## src/rtl/extbus_pkg.sv

```systemverilog
package extbus_pkg;
  typedef enum logic [2:0] {
    S_IDLE,
    S_ALE,
    S_RACC,
    S_RPOST,
    S_WSET,
    S_WLOW,
    S_WHIGH
  } seq_state_t;

  localparam int NARROW_W = 8;
endpackage

```

## src/rtl/extbus_cfg_chk.sv

```systemverilog
module extbus_cfg_chk #(
  parameter int TW = 8
) (
  input  logic [TW-1:0] rd_setup,
  input  logic [TW-1:0] acc_first,
  input  logic [TW-1:0] acc_next,
  input  logic [TW-1:0] rd_hold,
  input  logic [TW-1:0] turn_off,
  input  logic [TW-1:0] wr_low,
  input  logic [TW-1:0] wr_high,
  output logic          cfg_bad,
  output logic [TW-1:0] acc_next_e,
  output logic [TW-1:0] wr_low_e,
  output logic [TW-1:0] wr_high_e
);
  localparam logic [TW-1:0] ONE = TW'(1);

  always_comb begin
    cfg_bad    = (rd_setup >= acc_first) || (rd_hold >= turn_off);
    acc_next_e = (acc_next == '0) ? ONE : acc_next;
    wr_low_e   = (wr_low == '0) ? ONE : wr_low;
    wr_high_e  = (wr_high == '0) ? ONE : wr_high;
  end
endmodule

```

## src/rtl/extbus_lane.sv

```systemverilog
module extbus_lane
  import extbus_pkg::*;
#(
  parameter int AD_W      = 24,
  parameter int DATA_W    = 16,
  parameter int BEAT_W    = 3,
  parameter int MAX_BEATS = 1 << BEAT_W
) (
  input  logic                          clk,
  input  logic                          load,
  input  logic [MAX_BEATS*DATA_W-1:0]   wdata_flat,
  input  logic [BEAT_W-1:0]             sel,
  input  logic                          wide,
  input  logic [DATA_W-1:0]             ad_in,
  output logic [AD_W-1:0]               wr_word,
  output logic [DATA_W-1:0]             rd_word
);
  logic [DATA_W-1:0] wbuf [MAX_BEATS];
  logic [DATA_W-1:0] wsel;
  logic [DATA_W-1:0] wmask;

  always_ff @(posedge clk) begin
    if (load) begin
      for (int i = 0; i < MAX_BEATS; i++)
        wbuf[i] <= wdata_flat[i*DATA_W +: DATA_W];
    end
  end

  assign wsel = wbuf[sel];

  generate
    if (DATA_W > NARROW_W) begin : g_mask
      assign wmask   = wide ? wsel  : {{(DATA_W-NARROW_W){1'b0}}, wsel[NARROW_W-1:0]};
      assign rd_word = wide ? ad_in : {{(DATA_W-NARROW_W){1'b0}}, ad_in[NARROW_W-1:0]};
    end else begin : g_pass
      logic unused_wide;
      assign unused_wide = wide;
      assign wmask   = wsel;
      assign rd_word = ad_in;
    end
    if (AD_W > DATA_W) begin : g_ext
      assign wr_word = {{(AD_W-DATA_W){1'b0}}, wmask};
    end else begin : g_same
      assign wr_word = wmask;
    end
  endgenerate
endmodule

```

## src/rtl/extbus_seq.sv

```systemverilog
module extbus_seq
  import extbus_pkg::*;
#(
  parameter int AD_W   = 24,
  parameter int DATA_W = 16,
  parameter int BEAT_W = 3,
  parameter int TW     = 8
) (
  input  logic              clk,
  input  logic              rst,
  input  logic              req_valid,
  input  logic              req_write,
  input  logic [AD_W-1:0]   req_addr,
  input  logic [BEAT_W-1:0] req_len,
  input  logic [TW-1:0]     rd_setup,
  input  logic [TW-1:0]     acc_first,
  input  logic [TW-1:0]     acc_next_e,
  input  logic [TW-1:0]     rd_hold,
  input  logic [TW-1:0]     turn_off,
  input  logic [TW-1:0]     ale_wr,
  input  logic [TW-1:0]     wr_low_e,
  input  logic [TW-1:0]     wr_high_e,
  input  logic              cfg_bad,
  input  logic [AD_W-1:0]   wr_word,
  input  logic [DATA_W-1:0] rd_word,
  output logic              req_ready,
  output logic              load,
  output logic [BEAT_W-1:0] sel,
  output logic              cs_n,
  output logic              ale,
  output logic              oe_n,
  output logic              we_n,
  output logic              ad_oe,
  output logic [AD_W-1:0]   ad_out,
  output logic [BEAT_W-1:0] a_lo,
  output logic              done,
  output logic              err,
  output logic              rd_valid,
  output logic [DATA_W-1:0] rd_data
);
  seq_state_t        state;
  logic [TW-1:0]     cnt;
  logic [TW-1:0]     scnt;
  logic [TW-1:0]     mcnt;
  logic [TW:0]       m_nx;
  logic [BEAT_W-1:0] beat;
  logic [BEAT_W-1:0] len_r;
  logic              is_wr;
  logic              wr_fin;

  assign req_ready = (state == S_IDLE);
  assign load      = req_ready && req_valid && !cfg_bad;
  assign sel       = (state == S_ALE) ? beat : beat + 1'b1;
  assign m_nx      = {1'b0, mcnt} + 1'b1;

  always_ff @(posedge clk) begin
    if (rst) begin
      state    <= S_IDLE;
      cs_n     <= 1'b1;
      ale      <= 1'b0;
      oe_n     <= 1'b1;
      we_n     <= 1'b1;
      ad_oe    <= 1'b0;
      ad_out   <= '0;
      a_lo     <= '0;
      done     <= 1'b0;
      err      <= 1'b0;
      rd_valid <= 1'b0;
      rd_data  <= '0;
      cnt      <= '0;
      scnt     <= '0;
      mcnt     <= '0;
      beat     <= '0;
      len_r    <= '0;
      is_wr    <= 1'b0;
      wr_fin   <= 1'b0;
    end else begin
      done     <= 1'b0;
      err      <= 1'b0;
      rd_valid <= 1'b0;

      // read setup: output enable follows chip select by rd_setup cycles
      if ((state == S_ALE || state == S_RACC) && !is_wr && scnt != '0) begin
        scnt <= scnt - 1'b1;
        if (scnt == TW'(1)) oe_n <= 1'b0;
      end

      unique case (state)
        S_IDLE: begin
          if (req_valid) begin
            if (cfg_bad) begin
              err <= 1'b1;
            end else begin
              state  <= S_ALE;
              cs_n   <= 1'b0;
              ale    <= 1'b1;
              ad_oe  <= 1'b1;
              ad_out <= req_addr;
              a_lo   <= req_addr[BEAT_W-1:0];
              beat   <= '0;
              len_r  <= req_len;
              is_wr  <= req_write;
              scnt   <= rd_setup;
              oe_n   <= req_write || (rd_setup != '0);
            end
          end
        end
        S_ALE: begin
          ale <= 1'b0;
          if (is_wr) begin
            ad_out <= wr_word;
            if (ale_wr == '0) begin
              we_n  <= 1'b0;
              state <= S_WLOW;
              cnt   <= wr_low_e - 1'b1;
            end else begin
              state <= S_WSET;
              cnt   <= ale_wr - 1'b1;
            end
          end else begin
            ad_oe <= 1'b0;
            state <= S_RACC;
            cnt   <= acc_first;
          end
        end
        S_RACC: begin
          if (cnt == '0) begin
            rd_valid <= 1'b1;
            rd_data  <= rd_word;
            if (beat == len_r) begin
              oe_n <= 1'b1;
              mcnt <= '0;
              if (rd_hold == '0) begin
                cs_n <= 1'b1;
                done <= 1'b1;
              end
              state <= (turn_off == TW'(1)) ? S_IDLE : S_RPOST;
            end else begin
              beat <= beat + 1'b1;
              a_lo <= a_lo + 1'b1;
              cnt  <= acc_next_e - 1'b1;
            end
          end else begin
            cnt <= cnt - 1'b1;
          end
        end
        S_RPOST: begin
          mcnt <= m_nx[TW-1:0];
          if (m_nx == {1'b0, rd_hold}) begin
            cs_n <= 1'b1;
            done <= 1'b1;
          end
          if (m_nx == {1'b0, turn_off} - 1'b1) state <= S_IDLE;
        end
        S_WSET: begin
          if (cnt == '0) begin
            we_n  <= 1'b0;
            state <= S_WLOW;
            cnt   <= wr_low_e - 1'b1;
          end else begin
            cnt <= cnt - 1'b1;
          end
        end
        S_WLOW: begin
          if (cnt == '0) begin
            we_n   <= 1'b1;
            state  <= S_WHIGH;
            cnt    <= wr_high_e - 1'b1;
            wr_fin <= (beat == len_r);
            if (wr_high_e == TW'(1) && beat != len_r) begin
              beat   <= beat + 1'b1;
              a_lo   <= a_lo + 1'b1;
              ad_out <= wr_word;
            end
          end else begin
            cnt <= cnt - 1'b1;
          end
        end
        S_WHIGH: begin
          if (cnt == TW'(1) && !wr_fin) begin
            beat   <= beat + 1'b1;
            a_lo   <= a_lo + 1'b1;
            ad_out <= wr_word;
          end
          if (cnt == '0) begin
            if (wr_fin) begin
              cs_n  <= 1'b1;
              ad_oe <= 1'b0;
              done  <= 1'b1;
              state <= S_IDLE;
            end else begin
              we_n  <= 1'b0;
              state <= S_WLOW;
              cnt   <= wr_low_e - 1'b1;
            end
          end else begin
            cnt <= cnt - 1'b1;
          end
        end
        default: state <= S_IDLE;
      endcase
    end
  end
endmodule

```

## src/rtl/extbus_ctrl.sv

```systemverilog
module extbus_ctrl #(
  parameter int AD_W      = 24,
  parameter int DATA_W    = 16,
  parameter int BEAT_W    = 3,
  parameter int TW        = 8,
  parameter int MAX_BEATS = 1 << BEAT_W
) (
  input  logic                        clk,
  input  logic                        rst,
  input  logic                        req_valid,
  output logic                        req_ready,
  input  logic                        req_write,
  input  logic [AD_W-1:0]             req_addr,
  input  logic [BEAT_W-1:0]           req_len,
  input  logic [MAX_BEATS*DATA_W-1:0] req_wdata,
  input  logic                        cfg_wide,
  input  logic [TW-1:0]               cfg_rd_setup,
  input  logic [TW-1:0]               cfg_acc_first,
  input  logic [TW-1:0]               cfg_acc_next,
  input  logic [TW-1:0]               cfg_rd_hold,
  input  logic [TW-1:0]               cfg_turn_off,
  input  logic [TW-1:0]               cfg_ale_wr,
  input  logic [TW-1:0]               cfg_wr_low,
  input  logic [TW-1:0]               cfg_wr_high,
  output logic                        bus_cs_n,
  output logic                        bus_ale,
  output logic                        bus_oe_n,
  output logic                        bus_we_n,
  output logic [AD_W-1:0]             bus_ad_out,
  output logic                        bus_ad_oe,
  input  logic [DATA_W-1:0]           bus_ad_in,
  output logic [BEAT_W-1:0]           bus_a_lo,
  output logic                        done,
  output logic                        err,
  output logic                        rd_valid,
  output logic [DATA_W-1:0]           rd_data
);
  logic              cfg_bad;
  logic [TW-1:0]     acc_next_e;
  logic [TW-1:0]     wr_low_e;
  logic [TW-1:0]     wr_high_e;
  logic              load;
  logic [BEAT_W-1:0] sel;
  logic [AD_W-1:0]   wr_word;
  logic [DATA_W-1:0] rd_word;

  extbus_cfg_chk #(.TW(TW)) u_cfg (
    .rd_setup   (cfg_rd_setup),
    .acc_first  (cfg_acc_first),
    .acc_next   (cfg_acc_next),
    .rd_hold    (cfg_rd_hold),
    .turn_off   (cfg_turn_off),
    .wr_low     (cfg_wr_low),
    .wr_high    (cfg_wr_high),
    .cfg_bad    (cfg_bad),
    .acc_next_e (acc_next_e),
    .wr_low_e   (wr_low_e),
    .wr_high_e  (wr_high_e)
  );

  extbus_lane #(
    .AD_W(AD_W), .DATA_W(DATA_W), .BEAT_W(BEAT_W), .MAX_BEATS(MAX_BEATS)
  ) u_lane (
    .clk        (clk),
    .load       (load),
    .wdata_flat (req_wdata),
    .sel        (sel),
    .wide       (cfg_wide),
    .ad_in      (bus_ad_in),
    .wr_word    (wr_word),
    .rd_word    (rd_word)
  );

  extbus_seq #(
    .AD_W(AD_W), .DATA_W(DATA_W), .BEAT_W(BEAT_W), .TW(TW)
  ) u_seq (
    .clk        (clk),
    .rst        (rst),
    .req_valid  (req_valid),
    .req_write  (req_write),
    .req_addr   (req_addr),
    .req_len    (req_len),
    .rd_setup   (cfg_rd_setup),
    .acc_first  (cfg_acc_first),
    .acc_next_e (acc_next_e),
    .rd_hold    (cfg_rd_hold),
    .turn_off   (cfg_turn_off),
    .ale_wr     (cfg_ale_wr),
    .wr_low_e   (wr_low_e),
    .wr_high_e  (wr_high_e),
    .cfg_bad    (cfg_bad),
    .wr_word    (wr_word),
    .rd_word    (rd_word),
    .req_ready  (req_ready),
    .load       (load),
    .sel        (sel),
    .cs_n       (bus_cs_n),
    .ale        (bus_ale),
    .oe_n       (bus_oe_n),
    .we_n       (bus_we_n),
    .ad_oe      (bus_ad_oe),
    .ad_out     (bus_ad_out),
    .a_lo       (bus_a_lo),
    .done       (done),
    .err        (err),
    .rd_valid   (rd_valid),
    .rd_data    (rd_data)
  );
endmodule

```

## config.mk

```make
export PLATFORM = sky130hd
export DESIGN_NAME = extbus_ctrl
export DESIGN_NICKNAME = d
export VERILOG_FILES = /design/src/rtl/extbus_pkg.sv /design/src/rtl/extbus_cfg_chk.sv /design/src/rtl/extbus_lane.sv /design/src/rtl/extbus_seq.sv /design/src/rtl/extbus_ctrl.sv
export SDC_FILE = /design/constraint.sdc
export NUM_CORES = 1
export LEC_CHECK = 0
export BUFFER_PORTS_ARGS = -buffer_cell sky130_fd_sc_hd__buf_4
export CORE_MARGIN = 3
export CORE_UTILIZATION = 49
export CTS_CLUSTER_SIZE = 12
export DETAILED_ROUTE_END_ITERATION = 12
export PLACE_DENSITY_LB_ADDON = 0.1
export SYNTH_ARGS = -nofsm -noshare
export SYNTH_HDL_FRONTEND = slang
export SYNTH_SLANG_ARGS = --single-unit
```

## constraint.sdc

```tcl
create_clock -name clk -period 4.88 [get_ports clk]
set_input_delay 0.244 -clock clk [delete_from_list [all_inputs] [get_ports clk]]
set_output_delay 0.244 -clock clk [all_outputs]
set_load 0.01 [all_outputs]
```

==> results.toml, run 1 <==
[status]
status = "finished clean"

[setup_path]
required_ns = 5.23
worstSetupPathType = "reg -> reg"
r2r_start = "u_seq.state[0]"
crit_fanout = 82
endpoint_kind = "flip-flop"
worst_ep_arrival_time_ns = 4.21
critPathLaunch = "u_seq.state[0]"
start_kind = "flip-flop"

[clocking]
cts_root_buffer = "clkbuf_16"
tritoncts = "built"
cts_setup_buffers = 0
clk_path_buf_depth = 3
clk_pin_slew_ns = 0.06
cts_made_buffers = 24
numClockSinks = 214
clk-insertion-delay-late_ns = 0.51
htreeDepth = 1

[grt]
grt_pass1_wl_um = 57700
grt_overflow = 0
busiest_layer = "met2"
grt_use_met3_pct = 5.32
grt_max_degree = 83
antenna_found_initial = 2
grt_util_all_layers_pct = 27.6
use_met1_pct = 34.4
grt_pass1_vias = 10700
grt_use_met2_pct = 48.6

[sta]
timing.final.ws_setup_ns = 1.03
fmax_mhz = 259
maxSlewHeadroom_pct = 26.6
drv_slew = 0
timing.final.crit_share_pct = 79.0
rsz0062_at_grt = "false"
tns_ns = 0
period_needed_ns = 3.85
worst_pin_slew_ns = 1.10
report.final.setup_viol = 0
hold_violations = 0
finalClockSkew_ns = 0.0125

[detailed_routing]
via_per_inst = 5.84
firstDrtPassIters = 7
drc = 0
wl_um = 36800
wl_per_cell_um = 20.2
vias = 10600
ant_nets = 0
drt-initial-drc-count = 1037

[pwr]
power_mw = 6.55
swShare_pct = 34.4
ir_drop_mv = 0.307
combPwrFrac_pct = 35.7
pwr-share-seq_pct = 37.5
p_int_mw = 4.30
switchingPower_mw = 2.25
p_per_area_nw_per_um2 = 400
p_leak_nw = 6.74
clkPwrFrac_pct = 26.8

[synth]
synthCells = 1072
syn-num-nets = 1345
synth_warnings = 0
ys_dominant_reg_cell = "edfxtp_1"
ys_seq_area_share_pct = 47.8
async_flop_share_pct = 0
syn_area_um2 = 11600
synth_cell_types = 67
synth-seq-cells = 214
synth_edf_count = 128
syn_avg_cell_area_um2 = 10.9

[floorplanning]
start_util_pct = 50.6
die-width_um = 160
fp.dieH_um = 160
io_pins = 292
die_area_um2 = 25600
core_area_um2 = 23000
rows = 55

[finish]
fin_nets = 1763
syn_to_final_growth_pct = 40.7
layout_commonest_cell = "buf_4"
finalNonFillerCells = 1823
mostFrequentLayoutCells = "309 x buf_4, 149 x dlygate4sd3_1, 128 x edfxtp_1, 86 x dfxtp_1"
seqCellArea_um2 = 5570
drive_gt1_share_pct = 26.8
fillers = 1739
multi_input_area_um2 = 5680

[place]
place_hpwl_um = 24200
dp_cells = 1628
gp_congestion = 0.876
io_buffers = 291
place_ws_ns = 1.17

[min_path]
min_path_type = "in -> reg"
min_from = "bus_ad_in[13]"

[flow_run]
cap_violations = 0
==> path summary, 6_finish.rpt <==
path	cells after the start	slack, ns	to
min	3	0.004	u_seq.rd_data[13]
max reg2reg	7	1.03	u_seq.ad_out[3]
max	7	1.03	u_seq.ad_out[3]
min reg2reg	2	0.45	u_seq.rd_data[13]
==> stage by stage <==
stage          hold slack (ns)  utilization, %  cell area (µm²)
5_1_grt                 0.0144            71.2            16400
2_1_floorplan            0.343               -            11600
3_3_place_gp             0.423            61.4            14100
4_1_cts                0.00134            71.2            16400
6_report               0.00372            71.2            16400
3_5_place_dp             0.423            61.4            14100
==> cells in the mapped netlist (8+ instances only) <==
master | count | area [µm²]
o221a_2 | 9 | 101
or4_1 | 10 | 75.1
nor2_1 | 82 | 308
o211ai_1 | 9 | 67.6
edfxtp_1 | 128 | 3840
clkbuf_1 | 47 | 176
dfxtp_1 | 86 | 1720
xnor2_1 | 33 | 289
mux2i_1 | 59 | 591
o21ai_0 | 36 | 180
nor3b_1 | 8 | 60.1
mux4_2 | 32 | 721
xor2_1 | 27 | 236
a21oi_1 | 56 | 280
o22ai_1 | 15 | 93.8
ha_1 | 33 | 413
a31oi_1 | 8 | 50.1
inv_1 | 36 | 135
buf_2 | 12 | 60.1
nand2_1 | 81 | 304
nand3_1 | 33 | 165
a221oi_1 | 10 | 87.6
a211o_1 | 10 | 87.6
a22oi_1 | 20 | 150
nor4_1 | 11 | 68.8
a211oi_1 | 35 | 263
nor3_1 | 25 | 125
==> state kept, by name, indices dropped and copies added, names as in the netlist, 3 cells and up <==
| signal | cells |
|---|---|
| u_lane.wbuf | 128 |
| u_seq.ad_out | 24 |
| u_seq.rd_data | 16 |
| u_seq.cnt | 8 |
| u_seq.mcnt | 8 |
| u_seq.scnt | 8 |
| u_seq.a_lo | 3 |
| u_seq.beat | 3 |
| u_seq.len_r | 3 |
| u_seq.state | 3 |
==> power by group through the flow <==
| stage | Clock (mW) | Combinational (mW) | Sequential [mW] |
|---|---|---|---|
| after global routing | 1.85 | 2.56 | 2.49 |
| after detailed placement | 0 | 2.20 | 2.48 |
| final | 1.75 | 2.34 | 2.46 |
| after floorplan | 0 | 1.45 | 2.46 |
| after global placement | 0 | 2.17 | 2.47 |
| after CTS | 1.76 | 2.31 | 2.44 |
==> routing by layer <==
layer / vias up / share of wire (%)
met4: 0 / 3.0
met3: 84 / 7.7
met5: - / 0
met2: 486 / 50
met1: 5096 / 39
li1: 4979 / -
==> what timing repair did <==
item | in CTS | in global routing
resized for setup | 0 | 0
endpoints found under the hold margin | 149 | 0
hold buffers | 149 | 0
==> logic make-up after synthesis <==
kind of cell | share of synthesized area [%]
xor gates and xnor gates | 4.52
DFF | 47.8
and+or+nand+nor | 12.7
AOI/OAI and AO/OA | 16.4
adders and majority gates | 3.55
muxes | 11.5
buffers and inverters | 3.55
==> critical path: stages (launching register included) <==
cell and delay, ns:
dfxtp_1 0.73, nor3b_1 0.53, or3_1 0.40, and2_4 0.94, mux2i_1 0.29, o221ai_1 0.15, a2111oi_0 0.51, a211oi_1 0.14
==> area by class of cell <==
class,instances,share of cell area [%]
antenna,2,0.0306
clock buffer,36,4.20
clock inverter,8,0.420
inverter,36,0.841
multi-input combinational,755,34.7
sequential,214,34.0
tap,313,2.39
timing repair buffer,459,23.4
(Power assumes the default switching activity.)
==> run 2, diff against run 1 <==
clock period = 3.3 ns   (was 4.88 ns; I/O delays follow)
==> run 2 against run 1 <==
Wire length increased by 0.15%; worst setup slack got worse by 0.79 ns; first-iteration DRC count decreased by 14%; sequential cell count unchanged; design area increased by 3.1%.
==> results.toml, run 2 (same netlist as run 1, synthesis figures left out) <==
[clocking]
cts_root_buffer = "clkbuf_16"
clk-insertion-delay-late_ns = 0.52
cts_made_buffers = 24
clk_path_buf_depth = 3
numClockSinks = 214
post_cts_resized = 0
tritoncts = "built"
clk_pin_slew_ns = 0.06
htreeDepth = 1

[finish]
largest_reg_flops = 128
seqCellArea_um2 = 5570
multi_input_area_um2 = 5720
fillers = 1627
drive_gt1_share_pct = 28.1
mostFrequentLayoutCells = "332 x buf_4, 169 x dlygate4sd3_1, 128 x edfxtp_1, 86 x dfxtp_1"
fin_nets = 1811
syn_to_final_growth_pct = 45.1
post-route-util_pct = 73.4
layout_commonest_cell = "buf_4"
largestRegisters = "u_lane.wbuf (128), u_seq.ad_out (24), u_seq.rd_data (16)"
top_register = "u_lane.wbuf"

[sta]
tns_ns = 0
fmax_mhz = 326
finalClockSkew_ns = 0.0171
timing.final.crit_share_pct = 92.8
worst_pin_slew_ns = 1.16
maxSlewHeadroom_pct = 22.7
rsz0062_at_grt = "false"
drv_slew = 0
report.final.setup_viol = 0
timing.final.ws_setup_ns = 0.237
period_needed_ns = 3.06
hold_violations = 0

[detailed_routing]
vias = 10900
wl_um = 36900
drc = 0
ant_nets = 0
via_per_inst = 5.81
drt-initial-drc-count = 888
wl_per_cell_um = 19.7
firstDrtPassIters = 9

[floorplanning]
io_pins = 292
rows = 55
fp.dieH_um = 160
die-width_um = 160
core_area_um2 = 23000
start_util_pct = 50.6
die_area_um2 = 25600

[grt]
grt_use_met3_pct = 5.53
use_met1_pct = 35.4
grt_overflow = 0
grt_use_met2_pct = 47.0
grt_pass1_vias = 10900
grt_util_all_layers_pct = 27.9
grt_max_degree = 75
antenna_found_initial = 4
busiest_layer = "met2"
grt_pass1_wl_um = 58000

[setup_path]
worstSetupPathType = "reg -> reg"
ff2ff_setup_slack_ns = 0.24
required_ns = 3.65
endpoint_kind = "flip-flop"
start_kind = "flip-flop"
crit_fanout = 19
worst_ep_arrival_time_ns = 3.41

[min_path]
min_path_type = "in -> reg"

[status]
status = "finished clean"

[place]
gp_congestion = 0.909
place_hpwl_um = 24600
io_buffers = 291
place_ws_ns = 0.241

[pwr]
p_leak_nw = 6.94
ir_drop_mv = 0.436
p_per_area_nw_per_um2 = 579

[flow_run]
cap_violations = 0
-- run 2: power by group --
part	switching [mW]	internal, mW	leakage, nW	total, mW
Combinational	2.00	1.67	4.71	3.66
Sequential	0.291	3.30	1.88	3.60
Clock	1.06	1.46	0.355	2.51
-- run 2: worst max-delay path, stage by stage (launching register included) --
cell and delay, ns:
dfxtp_1 0.34, or4_1 0.64, or4b_4 0.70, nor2_4 0.17
a31oi_4 0.13, or4_1 0.60, nor3_1 0.24, a211oi_1 0.09
-- run 2: timing repair --
action                                 in CTS  in global routing
endpoints found under the hold margin     165                  0
setup buffers                               0                  0
hold buffers                              169                  0
-- run 2: final timing paths --
path,from,endpoint,cells past startpoint
worst max-delay path,u_seq.cnt[2],u_seq.ad_out[7],7
worst max register to register,u_seq.cnt[2],u_seq.ad_out[7],7
worst min-delay path,cfg_wide,u_seq.rd_data[8],3
worst min register to register,u_seq.ad_out[18],u_seq.ad_out[18],2
-- run 2: final cells by class --
| type | count | area share, % |
|---|---|---|
| multi-input combinational | 755 | 33.9 |
| sequential | 214 | 33.0 |
| timing repair buffer | 507 | 25.5 |
| clock buffer | 31 | 3.84 |
| tap | 313 | 2.32 |
| inverter | 36 | 0.942 |
| clock inverter | 11 | 0.460 |
| antenna | 4 | 0.0593 |
-- run 2: through the flow --
step	area [µm²]	total power, mW	instances	hold WS (ns)
6_report	16900	9.77	1871	0.0230
4_1_cts	16900	9.73	1867	0.000222
3_3_place_gp	14400	7.01	1656	0.343
3_5_place_dp	14400	7.07	1656	0.344
2_1_floorplan	11700	5.79	1072	0.264
5_1_grt	16900	10.3	1870	0.0133
-- run 2: routing by layer --
metal  vias up  part of all wire, %
met3       113                  7.7
met5         -                    0
met4         0                  4.0
met1      5152                   39
li1       5072                    -
met2       535                   49
==> run 3, diff against run 2 <==
CORE_UTILIZATION = 50   (was 49)
clock period = 3.6 ns   (was 3.3 ns; I/O delays follow)
==> run 3 against run 2 <==
Clock power decreased by 4%; critical endpoint is now u_seq.ad_out[0]; count of clock-buffer cells in the layout unchanged; total power shrank 7.7%; largest power group is now sequential cells; highest routed layer unchanged.
==> results.toml, run 3 (same netlist as run 1, synthesis figures left out) <==
[pwr]
pwr-share-seq_pct = 36.8
ir_drop_mv = 0.440
p_per_area_nw_per_um2 = 541
swShare_pct = 34.4
combPwrFrac_pct = 36.3
p_int_mw = 5.91
clkPwrFrac_pct = 26.9
p_leak_nw = 6.84
switchingPower_mw = 3.10

[finish]
post-route-util_pct = 73.2
seqCellArea_um2 = 5570
syn_to_final_growth_pct = 43.2
largest_reg_flops = 128
mostFrequentLayoutCells = "315 x buf_4, 165 x dlygate4sd3_1, 128 x edfxtp_1, 86 x dfxtp_1"
finalNonFillerCells = 1849
layout_commonest_cell = "buf_4"
fin_nets = 1788
multi_input_area_um2 = 5710
fillers = 1557
top_register = "u_lane.wbuf"
drive_gt1_share_pct = 27.3
largestRegisters = "u_lane.wbuf (128), u_seq.ad_out (24), u_seq.rd_data (16)"

[detailed_routing]
wl_per_cell_um = 20.6
firstDrtPassIters = 6
vias = 10800
ant_nets = 0
drc = 0
drt-initial-drc-count = 986
via_per_inst = 5.83
wl_um = 38100

[clocking]
htreeDepth = 1
clk-insertion-delay-late_ns = 0.51
clk_path_buf_depth = 3
clk_pin_slew_ns = 0.06
cts_made_buffers = 25
cts_root_buffer = "clkbuf_16"
cts_setup_buffers = 0
numClockSinks = 214
tritoncts = "built"

[setup_path]
start_kind = "flip-flop"
endpoint_kind = "flip-flop"
worst_ep_arrival_time_ns = 3.48
crit_fanout = 18
required_ns = 3.94
worstSetupPathType = "reg -> reg"

[status]
status = "finished clean"

[grt]
grt_util_all_layers_pct = 29.2
grt_max_degree = 76
grt_overflow = 0
grt_pass1_wl_um = 57400
antenna_found_initial = 2
grt_pass1_vias = 10700

[place]
dp_cells = 1636
place_ws_ns = 0.514
gp_congestion = 0.905
place_hpwl_um = 24300
io_buffers = 291

[min_path]
min_path_type = "in -> reg"

[sta]
report.final.setup_viol = 0
tns_ns = 0
rsz0062_at_grt = "false"
fmax_mhz = 319
worst_pin_slew_ns = 1.08
timing.final.crit_share_pct = 87.1
timing.final.ws_setup_ns = 0.465
hold_violations = 0
drv_slew = 0
period_needed_ns = 3.14
finalClockSkew_ns = 0.0182
maxSlewHeadroom_pct = 28.1

[floorplanning]
fp.dieH_um = 159
io_pins = 292
rows = 55
die-width_um = 159
core_area_um2 = 22800
start_util_pct = 51.1
die_area_um2 = 25100

[flow_run]
cap_violations = 0
## run 3: stage by stage
stage	instance area [µm²]	power, mW	hold WS [ns]
6_report	16700	9.01	0.0243
2_1_floorplan	11700	5.30	0.279
5_1_grt	16700	9.48	0.0127
4_1_cts	16700	8.97	0.00938
3_3_place_gp	14200	6.38	0.358
3_5_place_dp	14200	6.41	0.359
## run 3: cell type report
class                           instances  area share [%]
Timing Repair Buffer                  483            24.5
Inverter                               36           0.863
Clock inverter                         14           0.743
Clock buffer                           31            3.89
Tap cell                              313            2.35
Sequential cell                       214            33.4
Multi-Input combinational cell        755            34.2
Antenna cell                            3          0.0451
## run 3: worst paths after layout
kind / start / to / slack (ns) / depth (start not counted)
worst max-delay path: u_seq.beat[0] / u_seq.ad_out[0] / 0.46 / 9
worst min-delay path: cfg_wide / u_seq.rd_data[13] / 0.02 / 3
worst max register to register: u_seq.beat[0] / u_seq.ad_out[0] / 0.46 / 9
worst min register to register: u_seq.rd_data[10] / u_seq.rd_data[10] / 0.45 / 2
## run 3: layer usage
metal  up-vias  GRT usage [%]  part of all wire [%]
met1      5117           37.4                    39
met3        92           5.52                   8.2
met2       541           49.4                    49
met4         0           10.9                   3.5
met5         -              0                     0
li1       5033              -                     -
## run 3: power groups by stage
| stage | clock network [mW] | registers (mW) | logic [mW] |
|---|---|---|---|
| 2_1_floorplan | 0 | 3.32 | 1.98 |
| 3_3_place_gp | 0 | 3.34 | 3.04 |
| 3_5_place_dp | 0 | 3.35 | 3.06 |
| 4_1_cts | 2.45 | 3.30 | 3.22 |
| 5_1_grt | 2.55 | 3.36 | 3.57 |
| 6_report | 2.42 | 3.32 | 3.27 |
## run 3: repair_timing
item,in CTS,in global routing
resized for setup,0,0
hold buffers,165,0
hold endpoints to repair,165,0
## run 3: worst max-delay path: stages (launching register included)
cell,delay [ns]
dfxtp_1,0.40
ha_1,0.34
buf_4,0.35
nor2_2,0.24
buf_4,0.27
a222oi_1,0.36
a211o_1,0.17
o221ai_1,0.11
a2111oi_0,0.57
a211oi_1,0.15
